===== src/rtl/mwc_pkg.sv =====
package mwc_pkg;
   localparam int unsigned PAYLOAD_W = 16;
   localparam int unsigned SYNC_HALVES = 6;
   localparam int unsigned WORD_HALVES = SYNC_HALVES + 2 * (PAYLOAD_W + 1);

   typedef enum logic [1:0] {
      ERR_NONE   = 2'b00,
      ERR_MANCH  = 2'b01,
      ERR_PARITY = 2'b10,
      ERR_SYNC   = 2'b11
   } err_e;

   function automatic int unsigned half_cycles(input int unsigned mhz);
      return mhz / 2;
   endfunction

   // Half-bit levels of a word, first-sent level in the top bit.
   function automatic logic [WORD_HALVES-1:0] word_halves(input logic [PAYLOAD_W-1:0] d,
                                                          input logic is_data);
      logic [WORD_HALVES-1:0] h;
      logic par;
      h = '0;
      h[WORD_HALVES-1 -: SYNC_HALVES] = is_data ? 6'b000111 : 6'b111000;
      for (int i = 0; i < PAYLOAD_W; i++) begin
         h[2*i+3] = d[i];
         h[2*i+2] = ~d[i];
      end
      par  = ~^d;
      h[1] = par;
      h[0] = ~par;
      return h;
   endfunction
endpackage


===== src/rtl/mwc_sync.sv =====
module mwc_sync #(
   parameter int unsigned STAGES = 2,
   parameter int unsigned WIDTH  = 2
) (
   input  logic             clk,
   input  logic             rst_n,
   input  logic [WIDTH-1:0] din,
   output logic [WIDTH-1:0] dout
);
   generate
      if (STAGES == 0) begin : g_pass
         assign dout = din;
      end else begin : g_chain
         logic [WIDTH-1:0] stage_q [STAGES];
         always_ff @(posedge clk or negedge rst_n) begin
            if (!rst_n) begin
               for (int i = 0; i < STAGES; i++) stage_q[i] <= '0;
            end else begin
               stage_q[0] <= din;
               for (int i = 1; i < STAGES; i++) stage_q[i] <= stage_q[i-1];
            end
         end
         assign dout = stage_q[STAGES-1];
      end
   endgenerate
endmodule


===== src/rtl/mwc_tx.sv =====
module mwc_tx
   import mwc_pkg::*;
#(
   parameter int unsigned HALF = 6
) (
   input  logic                 clk,
   input  logic                 rst_n,
   input  logic                 start,
   input  logic [PAYLOAD_W-1:0] data,
   input  logic                 is_data,
   output logic                 busy,
   output logic                 line_pos,
   output logic                 line_neg,
   output logic                 inhibit
);
   localparam int unsigned CW = $clog2(HALF + 1);
   localparam int unsigned IW = $clog2(WORD_HALVES);
   localparam logic [IW-1:0] LAST_HALF = IW'(WORD_HALVES - 1);

   logic [WORD_HALVES-1:0] pat_q;
   logic [IW-1:0]          idx_q;
   logic [CW-1:0]          cnt_q;
   logic                   active_q;

   always_ff @(posedge clk or negedge rst_n) begin
      if (!rst_n) begin
         pat_q    <= '0;
         idx_q    <= '0;
         cnt_q    <= '0;
         active_q <= 1'b0;
      end else if (!active_q) begin
         if (start) begin
            pat_q    <= word_halves(data, is_data);
            idx_q    <= '0;
            cnt_q    <= CW'(HALF - 1);
            active_q <= 1'b1;
         end
      end else if (cnt_q == '0) begin
         cnt_q <= CW'(HALF - 1);
         pat_q <= pat_q << 1;
         if (idx_q == LAST_HALF) active_q <= 1'b0;
         else idx_q <= idx_q + 1'b1;
      end else begin
         cnt_q <= cnt_q - 1'b1;
      end
   end

   assign busy     = active_q;
   assign line_pos = active_q & pat_q[WORD_HALVES-1];
   assign line_neg = active_q & ~pat_q[WORD_HALVES-1];
   assign inhibit  = ~active_q;

   // a level holds for a whole half-bit
   p_hold_half_r1: assert property (@(posedge clk) disable iff (!rst_n)
      (active_q && cnt_q != '0) |=> ($stable(line_pos) && $stable(line_neg)));
   // never both sides high
   p_lines_excl_r2: assert property (@(posedge clk) disable iff (!rst_n)
      !(line_pos && line_neg));
   // a word ends only after its last half-bit
   p_full_word_r4: assert property (@(posedge clk) disable iff (!rst_n)
      $fell(active_q) |-> $past(idx_q) == LAST_HALF);
   // a start while busy does not restart the half counter
   p_busy_ignore_r5: assert property (@(posedge clk) disable iff (!rst_n)
      (active_q && start && cnt_q != '0) |=> cnt_q == $past(cnt_q) - 1'b1);
endmodule


===== src/rtl/mwc_rx.sv =====
module mwc_rx
   import mwc_pkg::*;
#(
   parameter int unsigned HALF = 6
) (
   input  logic                 clk,
   input  logic                 rst_n,
   input  logic                 lpos,
   input  logic                 lneg,
   input  logic                 chk_type,
   input  logic                 exp_data,
   output logic                 valid,
   output logic [PAYLOAD_W-1:0] data,
   output logic                 is_data,
   output logic                 err,
   output logic [1:0]           err_code
);
   localparam int unsigned CW = $clog2(HALF + 1);
   localparam int unsigned IW = $clog2(WORD_HALVES);
   localparam logic [IW-1:0] LAST_HALF = IW'(WORD_HALVES - 1);
   localparam logic [IW-1:0] SYNC_END  = IW'(SYNC_HALVES);
   localparam logic [IW-1:0] SYNC_MID  = IW'(SYNC_HALVES / 2);

   typedef enum logic [1:0] {S_QUIET, S_IDLE, S_RUN} rx_state_e;

   rx_state_e             st_q;
   logic [CW-1:0]         cnt_q;
   logic [IW-1:0]         idx_q;
   logic                  first_q, sync_bad_q, man_bad_q, prev_q, prev_ok_q;
   logic [PAYLOAD_W-1:0]  sh_q;
   err_e                  code_q;

   logic lv, s, smp, sync_exp, pair_bad, fin_man, fin_sync, fin_par_ok, fin_type;

   assign lv  = lpos ^ lneg;
   assign s   = lpos;
   assign smp = (st_q == S_RUN) && (cnt_q == CW'(1));

   always_comb begin
      sync_exp   = (idx_q < SYNC_MID) ? first_q : ~first_q;
      pair_bad   = !prev_ok_q || !lv || (s == prev_q);
      fin_man    = man_bad_q | pair_bad;
      fin_type   = ~first_q;
      fin_sync   = sync_bad_q | (chk_type && (fin_type != exp_data));
      fin_par_ok = ^{sh_q, prev_q};
   end

   always_ff @(posedge clk or negedge rst_n) begin
      if (!rst_n) begin
         st_q <= S_QUIET;
         cnt_q <= '0;
         idx_q <= '0;
         first_q <= 1'b0;
         sync_bad_q <= 1'b0;
         man_bad_q <= 1'b0;
         prev_q <= 1'b0;
         prev_ok_q <= 1'b0;
         sh_q <= '0;
         valid <= 1'b0;
         err <= 1'b0;
         code_q <= ERR_NONE;
         data <= '0;
         is_data <= 1'b0;
      end else begin
         valid <= 1'b0;
         err   <= 1'b0;
         case (st_q)
            S_QUIET: if (!lv) st_q <= S_IDLE;
            S_IDLE: if (lv) begin
               st_q       <= S_RUN;
               cnt_q      <= CW'(HALF / 2);
               idx_q      <= '0;
               sync_bad_q <= 1'b0;
               man_bad_q  <= 1'b0;
            end
            S_RUN: if (smp) begin
               cnt_q <= CW'(HALF);
               idx_q <= idx_q + 1'b1;
               if (idx_q == '0) begin
                  first_q <= s;
                  if (!lv) sync_bad_q <= 1'b1;
               end else if (idx_q < SYNC_END) begin
                  if (!lv || s != sync_exp) sync_bad_q <= 1'b1;
               end else if (!idx_q[0]) begin
                  prev_q    <= s;
                  prev_ok_q <= lv;
               end else if (idx_q != LAST_HALF) begin
                  sh_q      <= {sh_q[PAYLOAD_W-2:0], prev_q};
                  man_bad_q <= man_bad_q | pair_bad;
               end else begin
                  st_q <= S_QUIET;
                  if (fin_sync) begin
                     err <= 1'b1; code_q <= ERR_SYNC;
                  end else if (fin_man) begin
                     err <= 1'b1; code_q <= ERR_MANCH;
                  end else if (!fin_par_ok) begin
                     err <= 1'b1; code_q <= ERR_PARITY;
                  end else begin
                     valid   <= 1'b1;
                     code_q  <= ERR_NONE;
                     data    <= sh_q;
                     is_data <= fin_type;
                  end
               end
            end else begin
               cnt_q <= cnt_q - 1'b1;
            end
            default: st_q <= S_QUIET;
         endcase
      end
   end

   assign err_code = code_q;

   // valid is a single-cycle strobe
   p_valid_pulse_r6: assert property (@(posedge clk) disable iff (!rst_n)
      valid |=> !valid);
   // an error strobe always carries a class
   p_err_class_r9: assert property (@(posedge clk) disable iff (!rst_n)
      err |-> err_code != 2'b00);
   // an error leaves the stored word alone and excludes valid
   p_err_keeps_r10: assert property (@(posedge clk) disable iff (!rst_n)
      err |-> ($stable(data) && $stable(is_data) && !valid));
   // after the last sample the receiver waits for an idle line
   p_rearm_r11: assert property (@(posedge clk) disable iff (!rst_n)
      (valid || err) |-> st_q == S_QUIET);
endmodule


===== src/rtl/mil_word_codec.sv =====
module mil_word_codec
   import mwc_pkg::*;
#(
   parameter int unsigned CLK_MHZ     = 12,
   parameter int unsigned SYNC_STAGES = 2
) (
   input  logic        clk,
   input  logic        rst_n,
   input  logic        tx_start,
   input  logic [15:0] tx_data,
   input  logic        tx_is_data,
   output logic        tx_busy,
   output logic        tx_pos,
   output logic        tx_neg,
   output logic        tx_inhibit,
   input  logic        rx_pos,
   input  logic        rx_neg,
   input  logic        rx_chk_type,
   input  logic        rx_exp_data,
   output logic        rx_valid,
   output logic [15:0] rx_data,
   output logic        rx_is_data,
   output logic        rx_err,
   output logic [1:0]  rx_err_code
);
   localparam int unsigned HALF = half_cycles(CLK_MHZ);

   initial begin
      a_clk_rate_r12: assert (CLK_MHZ == 12 || CLK_MHZ == 16 || CLK_MHZ == 20 || CLK_MHZ == 24)
         else $error("unsupported CLK_MHZ %0d", CLK_MHZ);
      a_sync_depth: assert (SYNC_STAGES <= 4)
         else $error("SYNC_STAGES %0d too deep", SYNC_STAGES);
   end

   logic [1:0] rx_line;

   mwc_tx #(.HALF(HALF)) u_tx (
      .clk(clk), .rst_n(rst_n), .start(tx_start), .data(tx_data),
      .is_data(tx_is_data), .busy(tx_busy), .line_pos(tx_pos),
      .line_neg(tx_neg), .inhibit(tx_inhibit)
   );

   mwc_sync #(.STAGES(SYNC_STAGES), .WIDTH(2)) u_sync (
      .clk(clk), .rst_n(rst_n), .din({rx_pos, rx_neg}), .dout(rx_line)
   );

   mwc_rx #(.HALF(HALF)) u_rx (
      .clk(clk), .rst_n(rst_n), .lpos(rx_line[1]), .lneg(rx_line[0]),
      .chk_type(rx_chk_type), .exp_data(rx_exp_data), .valid(rx_valid),
      .data(rx_data), .is_data(rx_is_data), .err(rx_err), .err_code(rx_err_code)
   );
endmodule


===== config.mk =====
export PLATFORM = sky130hd
export DESIGN_NAME = mil_word_codec
export DESIGN_NICKNAME = d
export VERILOG_FILES = /design/src/rtl/mwc_pkg.sv /design/src/rtl/mwc_sync.sv /design/src/rtl/mwc_tx.sv /design/src/rtl/mwc_rx.sv /design/src/rtl/mil_word_codec.sv
export SDC_FILE = /design/constraint.sdc
export NUM_CORES = 1
export LEC_CHECK = 0
export ABC_AREA = 1
export CAP_MARGIN = 40
export CORE_AREA = 2 2 165 86
export DETAILED_ROUTE_END_ITERATION = 10
export DIE_AREA = 0 0 167 88
export SYNTH_ARGS = -nofsm -noshare
export SYNTH_HDL_FRONTEND = slang
export SYNTH_SLANG_ARGS = --single-unit
export TNS_END_PERCENT = 5

===== constraint.sdc =====
create_clock -name clk -period 2.1 [get_ports clk]
set_clock_uncertainty 0.05 [all_clocks]
set_input_delay 0.42 -clock clk [delete_from_list [all_inputs] [get_ports clk]]
set_output_delay 0.42 -clock clk [all_outputs]
set_load 0.005 [all_outputs]

==> metrics.csv, run 1 <==
stage,metric,value,unit
outcome,status,"complete, no violations",
synth,Post-synth EDFFs,0,
finish,Finished Core Util,0.497,
setup_path,critical path arrival,2.20,ns
clocking,CTS sink cnt,107,
setup_path,CP dominant cell by count,nand2_1,
finish,fraction of layout cells with a size suffix above 1,0.111,
setup_path,critical path peak fanout,18,
clocking,Setup Buffers After CTS,0,
sta,Least-Margin Pin Slew,0.515,ns
placed_design,Final Wtd Congestion,0.817,
synth,Mapped Cells,677,
global_routing,number of global-route vias before repair,4329,
sta,Final Hold Viols,0,
sta,TNS Setup,0,ns
sta,WHS,0.304,ns
die,Die X-Extent,167,um
sta,Final min period,2.02,ns
global_routing,initial antenna violation count,0,
synth,Synth Cell Area,5480,um2
sta,Fmax,495,MHz
clocking,CTS Buf Count,9,
detailed_routing,drt first-iter violations,335,
detailed_routing,total number of vias,4494,
setup_path,kind of end point of the critical path,register,
detailed_routing,post-route ant nets,0,
synth,most frequent cells after synthesis,"nand2_1 (215), dfrtp_1 (107), o21ai_0 (67), inv_1 (58), nor2_1 (46)",
global_routing,largest net degree at the start of global routing,54,
setup_path,crit path buf inv count,1,
placed_design,port buffer count,48,
synth,syn_nets,710,
die,Initial Util,0.413,
setup_path,CP peak stage delay,0.40,ns
job,number of max-cap violations,0,
synth,"flops & latches, synth",107,
sta,RSZ-0062 raised after global routing,true,
global_routing,first-pass GRT wire length,21.5,mm
finish,fillers,1249,
setup_path,crit path cell chain,ha_2 -> inv_1 -> nor3_2 -> nand3_2 -> or2_4 -> nor2_8 -> nand3_4 -> nand2_1 -> nand2_1,
setup_path,slowest cell on the critical path,dfrtp_1,
die,row count,30,
detailed_routing,Vias/cell,4.94,
clocking,H-tree lvl count,3,
finish,antenna cell count,0,
global_routing,Tot GR Track Use,0.183,
die,Die Height,88,um
die,num ports,49,
detailed_routing,drt total wl,12.5,mm
sta,Slew Limit Fails,0,
setup_path,critical path launch point type,register,
synth,sequential cell area fraction in the yosys report,0.489,
synth,Syn. warnings,0,
setup_path,worst endpoint required time,2.28,ns
finish,Layout area overhead,20.2,%
synth,cell taking the most area after synthesis,dfrtp_1,
pwr,Peak VDD IR,0.000493,V
synth,"FFs w/ async S/R, synth",1.00,
placed_design,DP Cell Count,894,
setup_path,critical path type,reg2reg,
pwr,Power per Cell Area,1050,nW/um2
pwr,Leak,3.15,nW
finish,Nets,763,
detailed_routing,Residual DRC,0,
sta,# setup viols final,0,
synth,Unique masters post-synth,40,
finish,Finished Layout Cells,909,
sta,max_slew headroom,0.654,
sta,period utilization,0.961,
synth,Yosys top cell area share,0.489,
global_routing,"Remaining Overflow, GRT",0,
clocking,TritonCTS clock tree,done,
synth,syn avg cell area,8.09,um2
setup_path,Top delay family on crit path,simple AND/OR/NAND/NOR gates,
detailed_routing,drt first pass iters,5,
detailed_routing,Routed WL per cell,13.7,um
synth,top_reg_cell synth,dfrtp_1,
placed_design,Final HPWL DP,8.87,mm
die,area of the die,14700,um2
clocking,Root Driver,clkbuf_16,
min_path,Hold Path Class,reg2reg,
die,core area,13300,um2
synth,most common cell in the netlist,nand2_1,
clocking,clk buf depth,2,
clocking,clk_lat worst skew,0.34,ns
synth,synth top area cells,"dfrtp_1 (49%), nand2_1 (15%), o21ai_0 (6.1%)",
clocking,clock-pin slew on the worst setup and hold paths,0.07,ns
[timing repair]
item                                    in CTS  in global routing
hold buffers                                 1                  0
endpoints found under the setup margin       0                 23
hold endpoints to repair                     9                  0
resized for setup                            0                  5
[per-layer routing]
metal / routed length, um / GRT usage / vias to the layer above
met5: 0 / 0 / -
met4: 87 / 0.0431 / 0
met1: 6750 / 0.282 / 2099
met3: 575 / 0.0429 / 7
met2: 5070 / 0.256 / 86
li1: - / - / 2302
[state kept, by name, summed over array words and instances (netlist names), 2 cells and up]
signal	cells
u_tx.pat_q	40
u_rx.data	16
u_rx.sh_q	16
u_rx.idx_q	6
u_tx.idx_q	6
u_rx.cnt_q	3
u_tx.cnt_q	3
u_rx.err_code	2
u_rx.st_q	2
u_sync.dout	2
u_sync.g_chain.stage_q	2
[power breakdown]
| group | internal, W | total (W) | switching [W] | leakage [nW] |
|---|---|---|---|---|
| combinational | 0.000817 | 0.00205 | 0.00123 | 1.64 |
| sequential | 0.00261 | 0.00293 | 0.000321 | 1.34 |
| clock | 0.00119 | 0.00194 | 0.000746 | 0.165 |
[through the flow]
stage	total power [W]	area, um2	setup slack, ns
floorplan	0.00437	5480	0.176
finish	0.00691	6580	0.0816
CTS	0.00696	6570	0.0158
detailed placement	0.00499	6220	0.0181
global route	0.00748	6580	-0.0602
global placement	0.00490	6220	0.0981
[path summary, 6_finish.rpt]
kind                                           startpoint        endpoint  slack, ns  depth (start not counted)
worst min register to register  u_sync.g_chain.stage_q[3]  u_sync.dout[1]       0.30                          0
worst min-delay path            u_sync.g_chain.stage_q[3]  u_sync.dout[1]       0.30                          0
min in group asynchronous                           rst_n  u_tx.pat_q[10]       0.40                          2
worst max-delay path                        u_rx.idx_q[0]   u_rx.data[14]       0.08                          9
worst max register to register              u_rx.idx_q[0]   u_rx.data[14]       0.08                          9
max in group asynchronous                           rst_n       u_tx.busy       1.06                          3
[cells by family (layout without fill, tap and decap cells)]
family                   count (synthesis)  in the layout  synth area share
AO/OA/AOI/OAI                          111            111             0.109
XOR/XNOR                                18             18            0.0288
adder cells (fa/ha/maj)                  9              9            0.0206
buffers and inverters                   87            143            0.0635
flip-flops                             107            107             0.489
multiplexers                             1              1           0.00206
AND/OR/NAND/NOR                        344            344             0.287
[layout make-up]
type | instances | area, um2 | area share
multi-input cells | 483 | 2460 | 0.374
flip-flops and latches | 107 | 2680 | 0.407
repair buffers | 65 | 646 | 0.0981
clock buffers | 10 | 239 | 0.0363
well taps | 176 | 220 | 0.0335
inverters | 64 | 240 | 0.0365
clock inverters | 4 | 98.8 | 0.0150
[cell usage in the layout (no fill, tap or decap), types with 3 or more instances in the layout]
cell type        instances
a21oi_1                 15
a31oi_1                 24
buf_12                   3
buf_4                   14
bufinv_16                3
clkbuf_16                9
clkdlybuf4s50_1         47
dfrtp_1                106
ha_1                     6
ha_2                     3
inv_1                   58
inv_2                    6
nand2_1                215
nand2_2                  3
nand3_1                 19
nand3_2                  3
nand3_4                  3
nand4_1                 19
nor2_1                  45
nor2_2                   3
nor3_1                   3
nor3_2                   3
o21ai_0                 67
or2_2                   19
xnor2_1                  9
xor2_1                   9
Power figures use the tool's default switching activity.
==> inputs of run 2 (changes only) <==
==> constraint.sdc (replaced) <==
create_clock -name clk -period 2.1 [get_ports clk]
set_clock_uncertainty 0.05 [all_clocks]
set_input_delay 0.21 -clock clk [delete_from_list [all_inputs] [get_ports clk]]
set_output_delay 0.21 -clock clk [all_outputs]
set_load 0.005 [all_outputs]
==> metrics.csv, run 2 (synthesis gave the netlist of run 1 again) <==
stage,metric,value,unit,change
finish,"most common cell after layout, fill and taps aside",nand2_1,,
setup_path,Top delay family on crit path,buffers and inverters,,
setup_path,worst endpoint required time,1.84,ns,-0.44 ns
sta,Least-Margin Pin Slew,0.527,ns,+0.0123 ns
setup_path,Reg2Reg Setup Slack,0.14,ns,+0.06 ns
pwr,Power per Cell Area,1010,nW/um2,-3.7%
sta,Slew Limit Fails,0,,unchanged
placed_design,pre-CTS WS,0.120,ns,+0.102 ns
die,core area,13300,um2,unchanged
finish,largest register by flop count,u_tx.pat_q,,
setup_path,critical path arrival,1.70,ns,-0.50 ns
pwr,Leak,3.12,nW,-0.93%
placed_design,Final HPWL DP,8.80,mm,-0.80%
finish,most frequent cells in the layout,"nand2_1 (215), dfrtp_1 (106), o21ai_0 (67)",,
finish,Top Registers,"u_tx.pat_q x40, u_rx.data x16, u_rx.sh_q x16",,
clocking,Root Driver,clkbuf_16,,
clocking,CTS sink cnt,107,,unchanged
finish,area of the multi-input gates,2450,um2,-0.20%
setup_path,critical path depth,3,,-6
global_routing,"Remaining Overflow, GRT",0,,unchanged
clocking,clk_lat worst skew,0.34,ns,about the same
die,Die Height,88,um,unchanged
finish,Finished Layout Cells,910,,+0.11%
detailed_routing,Routed WL per cell,13.5,um,-1.6%
clocking,clock-pin slew on the worst setup and hold paths,0.07,ns,about the same
sta,# setup viols final,0,,unchanged
detailed_routing,Residual DRC,0,,unchanged
sta,Final Hold Viols,0,,unchanged
sta,max_slew headroom,0.646,,-0.00825
global_routing,Tot GR Track Use,0.176,,-0.00666
pwr,Peak VDD IR,0.000563,V,+14%
setup_path,critical path launch point type,register,,
sta,Final min period,1.96,ns,-0.0564 ns
clocking,H-tree lvl count,3,,unchanged
detailed_routing,Vias/cell,4.94,,-0.15%
detailed_routing,post-route ant nets,0,,unchanged
setup_path,crit path to,tx_inhibit,,
clocking,CTS Buf Count,9,,unchanged
setup_path,CP peak stage delay,0.55,ns,+0.15 ns
finish,Largest register FFs,40,,unchanged
global_routing,number of global-route vias before repair,4076,,-5.8%
pwr,Sw Ratio,0.351,,+0.0178
finish,fraction of layout cells with a size suffix above 1,0.108,,-0.00288
setup_path,crit path buf inv count,3,,+2
setup_path,R2R depth,10,,+1
pwr,Seq pwr share,0.443,,+0.020
finish,antenna cell count,0,,unchanged
setup_path,critical path peak fanout,21,,+3
clocking,Setup Buffers After CTS,0,,unchanged
die,Initial Util,0.413,,unchanged
setup_path,worst setup path start,u_tx.busy,,
placed_design,port buffer count,48,,unchanged
finish,FF+latch area,2680,um2,unchanged
pwr,combinational power share,0.306,,+0.010
sta,Fmax,510,MHz,+2.9%
finish,Layout area overhead,18.6,%,
placed_design,Final Wtd Congestion,0.841,,+3.0%
pwr,total power,0.00657,W,-5.0%
finish,Nets,762,,-0.13%
die,Die X-Extent,167,um,unchanged
sta,RSZ-0062 raised after global routing,true,,
finish,fillers,1232,,-1.4%
detailed_routing,drt first-iter violations,376,,+12%
setup_path,critical path type,reg2out,,
die,row count,30,,unchanged
detailed_routing,total number of vias,4492,,-0.045%
die,area of the die,14700,um2,unchanged
detailed_routing,drt total wl,12.3,mm,-1.5%
global_routing,initial antenna violation count,0,,unchanged
min_path,Hold Path Class,in2reg,,
sta,TNS Setup,0,ns,unchanged
setup_path,FF-to-FF End,u_rx.data[9],,
placed_design,DP Cell Count,893,,-0.11%
pwr,Sw Pwr,0.00230,W,about the same
die,num ports,49,,unchanged
outcome,status,"complete, no violations",,
pwr,Internal Power,0.00426,W,-7.5%
job,number of max-cap violations,0,,unchanged
setup_path,slowest cell on the critical path,clkdlybuf4s50_1,,
detailed_routing,drt first pass iters,5,,unchanged
pwr,Clk network pwr share,0.251,,-0.029
clocking,TritonCTS clock tree,done,,
setup_path,kind of end point of the critical path,output port,,
sta,period utilization,0.934,,-0.0269
sta,Setup WS post-layout,0.138,ns,+0.0564 ns
clocking,clk buf depth,2,,unchanged
global_routing,first-pass GRT wire length,20.7,mm,-3.6%
setup_path,worst reg2reg startpoint,u_rx.st_q[0],,
global_routing,largest net degree at the start of global routing,62,,+15%
setup_path,crit path cell chain,inv_2 -> buf_4 -> clkdlybuf4s50_1,,
## run 2: cell count changes in the layout (fill, tap and decap cells not counted)
cell,previous run,this run
buf_12,3,1
clkbuf_1,0,1
bufinv_16,3,0
ha_2,3,0
inv_6,1,3
clkbuf_8,1,2
clkinv_2,0,1
nor2_2,3,4
ha_1,6,9
nor2_1,45,44
buf_4,14,15
## run 2: final cells by class
cell class                 instances  area share
clock buffer                      12      0.0395
clock inverter                     4     0.00482
inverter                          64      0.0370
multi-input combinational        483       0.378
sequential                       107       0.412
tap                              176      0.0339
timing repair buffer              64      0.0944
## run 2: through the flow
stage,utilization,instance area (um2),hold WS (ns)
5_1_grt,0.490,6490,0.274
2_1_floorplan,-,5480,-0.136
3_3_place_gp,0.467,6190,0.129
4_1_cts,0.490,6490,0.274
3_5_place_dp,0.467,6190,0.135
6_report,0.490,6490,0.284
## run 2: how the worst min path moves through the flow
stage / startpoint / to / slack [ns] / cells after the start
after floorplan: rst_n / u_rx.cnt_q[0] / -0.14 / 0
after global placement: rst_n / u_tx.pat_q[15] / 0.13 / 1
after detailed placement: rst_n / u_tx.pat_q[15] / 0.13 / 1
after CTS: rx_neg / u_sync.g_chain.stage_q[2] / 0.27 / 1
after global routing: rx_neg / u_sync.g_chain.stage_q[2] / 0.27 / 1
final: rx_neg / u_sync.g_chain.stage_q[2] / 0.28 / 1
## run 2: power groups by stage
stage,sequential (W),combinational (W),clock [W]
2_1_floorplan,0.00287,0.00151,0
3_3_place_gp,0.00292,0.00194,0
3_5_place_dp,0.00294,0.00200,0
4_1_cts,0.00291,0.00201,0.00170
5_1_grt,0.00298,0.00235,0.00180
6_report,0.00291,0.00201,0.00165
## run 2: timing repair
action / CTS / global route
hold buffers: 1 / 0
endpoints found under the hold margin: 29 / 0
resized for setup: 0 / 3
setup endpoints to repair: 0 / 21
## run 2: layer usage
layer | share of wire | GRT usage | vias to the layer above
li1 | - | - | 2298
met1 | 0.55 | 0.278 | 2103
met2 | 0.41 | 0.248 | 83
met3 | 0.035 | 0.0330 | 8
met4 | 0.0068 | 0.0392 | 0
met5 | 0 | 0 | -
## run 2: worst register-to-register path, cell delays in order, from the launching register on
cell and delay [ns]:
dfrtp_1 0.40, inv_1 0.10, ha_1 0.22, nand3_4 0.11, nor2_4 0.10, nand2_2 0.05
or2_4 0.28, nor2_8 0.12, nand3_4 0.22, nand2_1 0.14, nand2_1 0.06
